## src/rtl/dbgmb_pkg.sv

```systemverilog
// Package: shared widths, status-bit positions and the flag bundle for
// the debug mailbox. The flag positions are fixed because software
// loads the top four bits straight into its condition flags.
package dbgmb_pkg;
    localparam int unsigned STAT_W    = 32;
    localparam int unsigned BIT_RXRDY = 31;
    localparam int unsigned BIT_OVF   = 30;
    localparam int unsigned BIT_DL    = 29;
    localparam int unsigned BIT_TXRDY = 28;

    typedef struct packed {
        logic rx_rdy;
        logic ovf;
        logic dl;
        logic tx_rdy;
    } mb_flags_t;
endpackage

```

## src/rtl/dbgmb_rx_chan.sv

```systemverilog
// Receive channel: holds the debugger-to-software data word, the RX
// ready flag and the sticky overflow flag.
// Assumes: at most one debugger write and one software read per cycle;
// ovf_clr is already decoded from a software status write.
module dbgmb_rx_chan #(
    parameter int unsigned DW = 32
) (
    input  logic          clk,
    input  logic          rst_n,
    input  logic          wr,
    input  logic [DW-1:0] wdata,
    input  logic          rd,
    input  logic          ovf_clr,
    output logic [DW-1:0] rdata,
    output logic          rx_rdy,
    output logic          ovf
);
    logic          ovf_hit;
    logic [DW-1:0] data_q;

    // Overflow: new data arrives while unread data is pending.
    always_comb ovf_hit = wr && rx_rdy && !rd;

    // Data register: each debugger write replaces the contents.
    always_ff @(posedge clk) begin
        if (!rst_n)  data_q <= '0;
        else if (wr) data_q <= wdata;
    end

    // Ready flag: a write sets it, and a read alone clears it.
    always_ff @(posedge clk) begin
        if (!rst_n)  rx_rdy <= 1'b0;
        else if (wr) rx_rdy <= 1'b1;
        else if (rd) rx_rdy <= 1'b0;
    end

    // Sticky overflow: a new hit wins over a software clear.
    always_ff @(posedge clk) begin
        if (!rst_n)       ovf <= 1'b0;
        else if (ovf_hit) ovf <= 1'b1;
        else if (ovf_clr) ovf <= 1'b0;
    end

    assign rdata = data_q;

    AST_RX_SET: assert property (@(posedge clk) disable iff (!rst_n)
        wr |=> rx_rdy);
    AST_RX_CLR: assert property (@(posedge clk) disable iff (!rst_n)
        (rd && !wr) |=> !rx_rdy);
    AST_RX_DATA: assert property (@(posedge clk) disable iff (!rst_n)
        wr |=> (rdata == $past(wdata)));
    AST_OVF_SET: assert property (@(posedge clk) disable iff (!rst_n)
        (wr && rx_rdy && !rd) |=> ovf);
    AST_NO_OVF_ON_READ: assert property (@(posedge clk) disable iff (!rst_n)
        (!ovf && rd) |=> !ovf);
    AST_OVF_STICKY: assert property (@(posedge clk) disable iff (!rst_n)
        (ovf && !ovf_clr) |=> ovf);
endmodule

```

## src/rtl/dbgmb_tx_chan.sv

```systemverilog
// Transmit channel: holds the software-to-debugger data word and the TX
// ready flag. Set means the debugger has taken the last word.
// Assumes: at most one software write and one debugger read per cycle.
module dbgmb_tx_chan #(
    parameter int unsigned DW = 32
) (
    input  logic          clk,
    input  logic          rst_n,
    input  logic          wr,
    input  logic [DW-1:0] wdata,
    input  logic          rd,
    output logic [DW-1:0] rdata,
    output logic          tx_rdy
);
    logic [DW-1:0] data_q;

    // Data register: loaded by each software write.
    always_ff @(posedge clk) begin
        if (!rst_n)  data_q <= '0;
        else if (wr) data_q <= wdata;
    end

    // Ready flag: a write clears it, and a debugger read alone sets it.
    always_ff @(posedge clk) begin
        if (!rst_n)  tx_rdy <= 1'b0;
        else if (wr) tx_rdy <= 1'b0;
        else if (rd) tx_rdy <= 1'b1;
    end

    assign rdata = data_q;

    AST_TX_CLR: assert property (@(posedge clk) disable iff (!rst_n)
        wr |=> !tx_rdy);
    AST_TX_SET: assert property (@(posedge clk) disable iff (!rst_n)
        (rd && !wr) |=> tx_rdy);
    AST_TX_DATA: assert property (@(posedge clk) disable iff (!rst_n)
        wr |=> (rdata == $past(wdata)));
endmodule

```

## src/rtl/dbgmb_status.sv

```systemverilog
// Status word: holds the debugger-owned download flag and packs the four
// flags into the top bits of the word, with all lower bits at zero.
// Assumes: flag inputs come from the register outputs of the channels.
module dbgmb_status
    import dbgmb_pkg::*;
#(
    parameter int unsigned W = STAT_W
) (
    input  logic         clk,
    input  logic         rst_n,
    input  logic         dl_wr,
    input  logic         dl_val,
    input  logic         rx_rdy,
    input  logic         ovf,
    input  logic         tx_rdy,
    output logic [W-1:0] word
);
    mb_flags_t flags;
    logic      dl_q;

    // Download flag: changes only with a debugger receive write.
    always_ff @(posedge clk) begin
        if (!rst_n)     dl_q <= 1'b0;
        else if (dl_wr) dl_q <= dl_val;
    end

    // Bundle the flags.
    always_comb begin
        flags.rx_rdy = rx_rdy;
        flags.ovf    = ovf;
        flags.dl     = dl_q;
        flags.tx_rdy = tx_rdy;
    end

    // Place each flag at its fixed bit and zero every other bit.
    always_comb begin
        word            = '0;
        word[BIT_RXRDY] = flags.rx_rdy;
        word[BIT_OVF]   = flags.ovf;
        word[BIT_DL]    = flags.dl;
        word[BIT_TXRDY] = flags.tx_rdy;
    end

    AST_DL_HOLD: assert property (@(posedge clk) disable iff (!rst_n)
        !dl_wr |=> $stable(dl_q));
    AST_DL_LOAD: assert property (@(posedge clk) disable iff (!rst_n)
        dl_wr |=> (dl_q == $past(dl_val)));
endmodule

```

## src/rtl/dbg_mailbox.sv

```systemverilog
// Top: debug mailbox between a debugger data-register port and a
// software register port. It wires the RX and TX channels to the status
// packer and decodes the software overflow clear.
// Assumes: one clock domain; the debugger side is already synchronised.
module dbg_mailbox
    import dbgmb_pkg::*;
#(
    parameter int unsigned DW = 32
) (
    input  logic              clk,
    input  logic              rst_n,
    input  logic              dbg_rx_wr,
    input  logic [DW-1:0]     dbg_rx_data,
    input  logic              dbg_dl_val,
    input  logic              dbg_tx_rd,
    output logic [DW-1:0]     dbg_tx_data,
    input  logic              sw_rx_rd,
    output logic [DW-1:0]     sw_rx_data,
    input  logic              sw_tx_wr,
    input  logic [DW-1:0]     sw_tx_wdata,
    input  logic              sw_ctl_wr,
    input  logic [STAT_W-1:0] sw_ctl_wdata,
    output logic [STAT_W-1:0] sw_ctl_rdata
);
    logic rx_rdy, ovf, tx_rdy, ovf_clr;
    logic unused_ctl_bits;

    // Software clears the overflow flag by writing zero to its bit.
    always_comb ovf_clr = sw_ctl_wr && !sw_ctl_wdata[BIT_OVF];

    // The other status-write bits are ignored by definition.
    always_comb unused_ctl_bits = ^{sw_ctl_wdata[STAT_W-1:BIT_OVF+1],
                                    sw_ctl_wdata[BIT_OVF-1:0]};

    dbgmb_rx_chan #(.DW(DW)) u_rx (
        .clk     (clk),
        .rst_n   (rst_n),
        .wr      (dbg_rx_wr),
        .wdata   (dbg_rx_data),
        .rd      (sw_rx_rd),
        .ovf_clr (ovf_clr),
        .rdata   (sw_rx_data),
        .rx_rdy  (rx_rdy),
        .ovf     (ovf)
    );

    dbgmb_tx_chan #(.DW(DW)) u_tx (
        .clk    (clk),
        .rst_n  (rst_n),
        .wr     (sw_tx_wr),
        .wdata  (sw_tx_wdata),
        .rd     (dbg_tx_rd),
        .rdata  (dbg_tx_data),
        .tx_rdy (tx_rdy)
    );

    dbgmb_status #(.W(STAT_W)) u_stat (
        .clk    (clk),
        .rst_n  (rst_n),
        .dl_wr  (dbg_rx_wr),
        .dl_val (dbg_dl_val),
        .rx_rdy (rx_rdy),
        .ovf    (ovf),
        .tx_rdy (tx_rdy),
        .word   (sw_ctl_rdata)
    );

    AST_CLR_WORKS: assert property (@(posedge clk) disable iff (!rst_n)
        (sw_ctl_wr && !sw_ctl_wdata[BIT_OVF] && !(dbg_rx_wr && !sw_rx_rd))
        |=> !sw_ctl_rdata[BIT_OVF]);
    AST_SW_NO_FLAG_WRITE: assert property (@(posedge clk) disable iff (!rst_n)
        (sw_ctl_wr && !dbg_rx_wr && !sw_rx_rd && !sw_tx_wr && !dbg_tx_rd)
        |=> (sw_ctl_rdata[BIT_RXRDY] == $past(sw_ctl_rdata[BIT_RXRDY])) &&
            (sw_ctl_rdata[BIT_DL]    == $past(sw_ctl_rdata[BIT_DL])) &&
            (sw_ctl_rdata[BIT_TXRDY] == $past(sw_ctl_rdata[BIT_TXRDY])));
endmodule

```

## config.mk

```make
export PLATFORM = sky130hd
export DESIGN_NAME = dbg_mailbox
export DESIGN_NICKNAME = d
export VERILOG_FILES = /design/src/rtl/dbgmb_pkg.sv /design/src/rtl/dbgmb_rx_chan.sv /design/src/rtl/dbgmb_tx_chan.sv /design/src/rtl/dbgmb_status.sv /design/src/rtl/dbg_mailbox.sv
export SDC_FILE = /design/constraint.sdc
export NUM_CORES = 1
export LEC_CHECK = 0
export ABC_AREA = 0
export BUFFER_PORTS_ARGS = -buffer_cell sky130_fd_sc_hd__buf_2
export CAP_MARGIN = 20
export CORE_MARGIN = 10
export CORE_UTILIZATION = 43
export CTS_BUF_LIST = sky130_fd_sc_hd__clkbuf_4 sky130_fd_sc_hd__clkbuf_8
export CTS_CLUSTER_DIAMETER = 200
export DETAILED_ROUTE_END_ITERATION = 10
export GPL_TIMING_DRIVEN = 0
export PLACE_DENSITY = 0.83
export SLEW_MARGIN = 5
export SYNTH_ARGS = -nofsm -noshare
export SYNTH_HDL_FRONTEND = slang
export SYNTH_HIERARCHICAL = 1
export SYNTH_SLANG_ARGS = --single-unit
```

## constraint.sdc

```tcl
create_clock -name clk -period 1 [get_ports clk]
set_input_delay 0.1 -clock clk [delete_from_list [all_inputs] [get_ports clk]]
set_output_delay 0.1 -clock clk [all_outputs]
set_load 0.05 [all_outputs]
```

==> summary by stage <==
Clock network
Buffers inserted to repair hold after CTS numbered 0. The clock passes through at most 2 buffers. The sink count of the clock tree is 68.

The H-tree generated during clock tree synthesis spans 3 levels. The later pin in the worst-skew pair is clocked with a latency of 0.32 ns. The TritonCTS clock tree is yes. The cell at the root of the clock tree is sky130_fd_sc_hd__clkbuf_8. In this run, CTS created clock tree buffers numbering 9. Post-CTS timing repair inserted 0 buffers for setup. Clock-pin slew was measured on the worst setup and hold paths at 0.07 ns.

Synth
The synthesized design contains 68 register bits. The top flip-flop cell by instance count after synthesis is sky130_fd_sc_hd__dfxtp_1. The mapped cell area is 0.002884 mm2.

By area the synthesized netlist is led by sky130_fd_sc_hd__dfxtp_1, sky130_fd_sc_hd__mux2i_1, sky130_fd_sc_hd__nor2b_1, sky130_fd_sc_hd__buf_4, sky130_fd_sc_hd__buf_12. In the synthesized netlist, the cells that appear most often are sky130_fd_sc_hd__dfxtp_1, sky130_fd_sc_hd__nor2b_1, sky130_fd_sc_hd__mux2i_1. The netlist uses 14 different library cells.

The average footprint of a synthesized cell is between 10 and 15 um2. Counting flops with an async set or reset pin after synthesis yields a share of 0%. The number of enable-type register cells in the synthesized netlist is 0. The most numerous cell in the Yosys netlist is sky130_fd_sc_hd__dfxtp_1. The area share of the largest cell type after synthesis is 47.20%. After technology mapping, the gate count stands at 252. The cell type with the highest aggregate area in the netlist is sky130_fd_sc_hd__dfxtp_1. Sequential cells were found to cover 47.20% of the synthesized design area. Yosys printed 6 warnings.

GRT
The total routing usage reported by global routing is 13.43%. Global routing finished with a remaining overflow of 0. Entering global routing, the biggest net connects 16 pins. The initial antenna violation count was 0. The first global-routing pass estimated between 10,000 and 15,000 um of wire. The number of global-route vias before repair is 2,304.

Placement
The routability congestion estimate from global placement is a little over 0.7. The worst setup timing slack at the placement stage is 0.01748 ns. The quantity of I/O buffers inserted on ports is roughly 140. The total half-perimeter wirelength after legalization and detailed placement is 5804 um.

Timing
The part of the cycle the worst path needs is 97.93%. Setup slack on the critical path of the routed design comes to roughly 0.021 ns. The final number of setup-violating endpoints is 0. The number of max-slew violations in the final report is 0. The number of endpoints with negative hold slack in the final report came to 0. Between clock sinks in the finished design, the worst skew comes to around 0.0011 ns. The worst path needs ~1 ns of the cycle, external delays included.

The maximum frequency from static timing analysis is 1.021 GHz. Hold timing on the final database bottoms out at a slack of 0.03260 ns.

Setup path
The endpoint arrival time on the critical path is 0.88 ns. On the critical path the largest part of the delay comes from flip-flops. The top fanout value on the critical path is 2. The delay contributed by the slowest stage of the critical path is approximately 0.37 ns. The cell with the largest stage delay on the worst path is sky130_fd_sc_hd__dfxtp_1. The count of buffer and inverter cells on the critical path is 1. The signal on the critical path passes through buf_6.

The worst setup path is launched from a flop. The worst setup path is of the flop to output port kind. The data required time of the worst path is 0.90 ns. The category of the worst setup path capture point is an output port.

Floorplanning
The count of standard-cell rows is 29. Measured along the y axis, the die boundary spans 101.9 um. The die width is between 100 and 150 um.

The core area is 0.006422 mm2. The initial utilization of the core area, before any placement, comes to 44.91%. The die outline area is just over 0.01 mm2. The number of top-level design ports is 200.

Route
The number of nets with antenna violations after routing is 0. The average via count per standard cell is ~4.3. The wire length after detailed routing is 7579 um. For this run, design rule violations remaining after detail routing come to 0. The iteration count of the initial detailed-routing pass is 4. The total vias in the final route is approximately 2,200. In this run, the number of DRC markers left after iteration 0 of detailed routing was 25. After detailed routing, the average wire length per cell comes to 14.95 um.

Cells and area
The count of nets after finishing is 529. The proportion of layout cells with a drive suffix above 1 is between 40% and 50%. Summing all flip-flop and latch instances after layout gives between 0.001 and 0.0015 mm2. The area overhead of the layout relative to synthesis is 51.32%. The number of fill cells is between 400 and 500. 0 antenna diodes ended up in the layout. The multi-input combinational cells in the finished layout cover a total of 0.001219 mm2.

Hold path
The path type of the worst min-delay path is primary input to flop.

Outcome
The flow ran to the end, and the final reports show no timing, DRC or antenna violations.

Job
The max capacitance violation total is 0.

Pwr
The leakage power is 2.209 nW. The largest voltage drop on the vdd net is 0.0009312 V. The power per cell area is 1724 mW/mm2.
[timing repair]
action                                  CTS  global route
endpoints found under the setup margin   68            42
gates cloned                              0             0
resized for setup                        84            49
[path summary, 6_finish.rpt]
kind	start	endpoint	slack [ns]	cells past startpoint
worst max-delay path	u_tx/rdata[2]$_SDFFE_PN0P_	dbg_tx_data[2]	0.02	1
worst min-delay path	sw_tx_wdata[12]	u_tx/rdata[12]$_SDFFE_PN0P_	0.03	3
worst max register to register	u_rx/ovf$_SDFFE_PN0P_	u_rx/ovf$_SDFFE_PN0P_	0.20	2
worst min register to register	u_tx/rdata[12]$_SDFFE_PN0P_	u_tx/rdata[12]$_SDFFE_PN0P_	0.52	2
[cells by family after synthesis]
family,share of synthesized area (%)
and+or+nand+nor,15.49
DFF,47.20
muxes,22.56
buffers and inverters,14.06
AOI/OAI and AO/OA,0.5641
other,0.1300
[layout make-up]
type                       count  area share [%]
sequential                    68           31.62
clock inverter                 4           2.236
timing repair buffer         139           24.05
multi-input combinational    165           27.92
buffer                        42           8.601
tap                           77           2.208
clock buffer                  12           3.354
[per-stage QoR]
| stage | power (mW) | cells | TNS (ns) | cell area, um2 | utilization [%] |
|---|---|---|---|---|---|
| global placement | 4.644 | 495 | 0 | 3777 | 58.82 |
| finish | 7.526 | 507 | 0 | 4364 | 67.95 |
| CTS | 7.521 | 508 | -0.01384 | 4219 | 65.69 |
| detailed placement | 4.671 | 495 | 0 | 3777 | 58.82 |
| floorplan | 4.287 | 279 | 0 | 2985 | - |
| global route | 7.835 | 507 | -0.05800 | 4364 | 67.95 |
[power breakdown]
part | switching, mW | internal [mW] | total [mW] | leakage (nW)
combinational | 1.13 | 0.698 | 1.82 | 1.52
sequential | 0.104 | 2.88 | 2.98 | 0.567
clock | 0.978 | 1.74 | 2.72 | 0.121
total | 2.21 | 5.32 | 7.53 | 2.21
[metal layers]
| metal | track usage [%] | share of wire (%) |
|---|---|---|
| met4 | 5.965 | 1.0 |
| met5 | 0 | 0 |
| met1 | 13.23 | 36 |
| met2 | 23.86 | 51 |
| met3 | 6.140 | 12 |
[flip-flops by register name (all words and copies together) (netlist names)]
| register | cells |
|---|---|
| u_rx/rdata | 32 |
| u_rx/rx_rdy | 1 |
| u_tx/tx_rdy | 1 |
| u_stat/dl_q | 1 |
| u_rx/ovf | 1 |
| u_tx/rdata | 32 |
[placed cells by master, fill, tap and decap left out]
cell,n
sky130_fd_sc_hd__conb_1,28
sky130_fd_sc_hd__nor2b_1,66
sky130_fd_sc_hd__nor3b_1,1
sky130_fd_sc_hd__clkbuf_1,6
sky130_fd_sc_hd__bufinv_16,3
sky130_fd_sc_hd__buf_8,4
sky130_fd_sc_hd__mux2i_1,65
sky130_fd_sc_hd__buf_12,6
sky130_fd_sc_hd__buf_6,43
sky130_fd_sc_hd__clkbuf_4,3
sky130_fd_sc_hd__clkbuf_8,9
sky130_fd_sc_hd__a31o_2,1
sky130_fd_sc_hd__dfxtp_1,53
sky130_fd_sc_hd__and3b_1,1
sky130_fd_sc_hd__nor2_1,1
sky130_fd_sc_hd__buf_4,51
sky130_fd_sc_hd__buf_2,71
sky130_fd_sc_hd__clkinvlp_4,1
sky130_fd_sc_hd__nor2b_4,1
sky130_fd_sc_hd__o21a_1,1
sky130_fd_sc_hd__dfxtp_2,15
(Power assumes the default switching activity.)
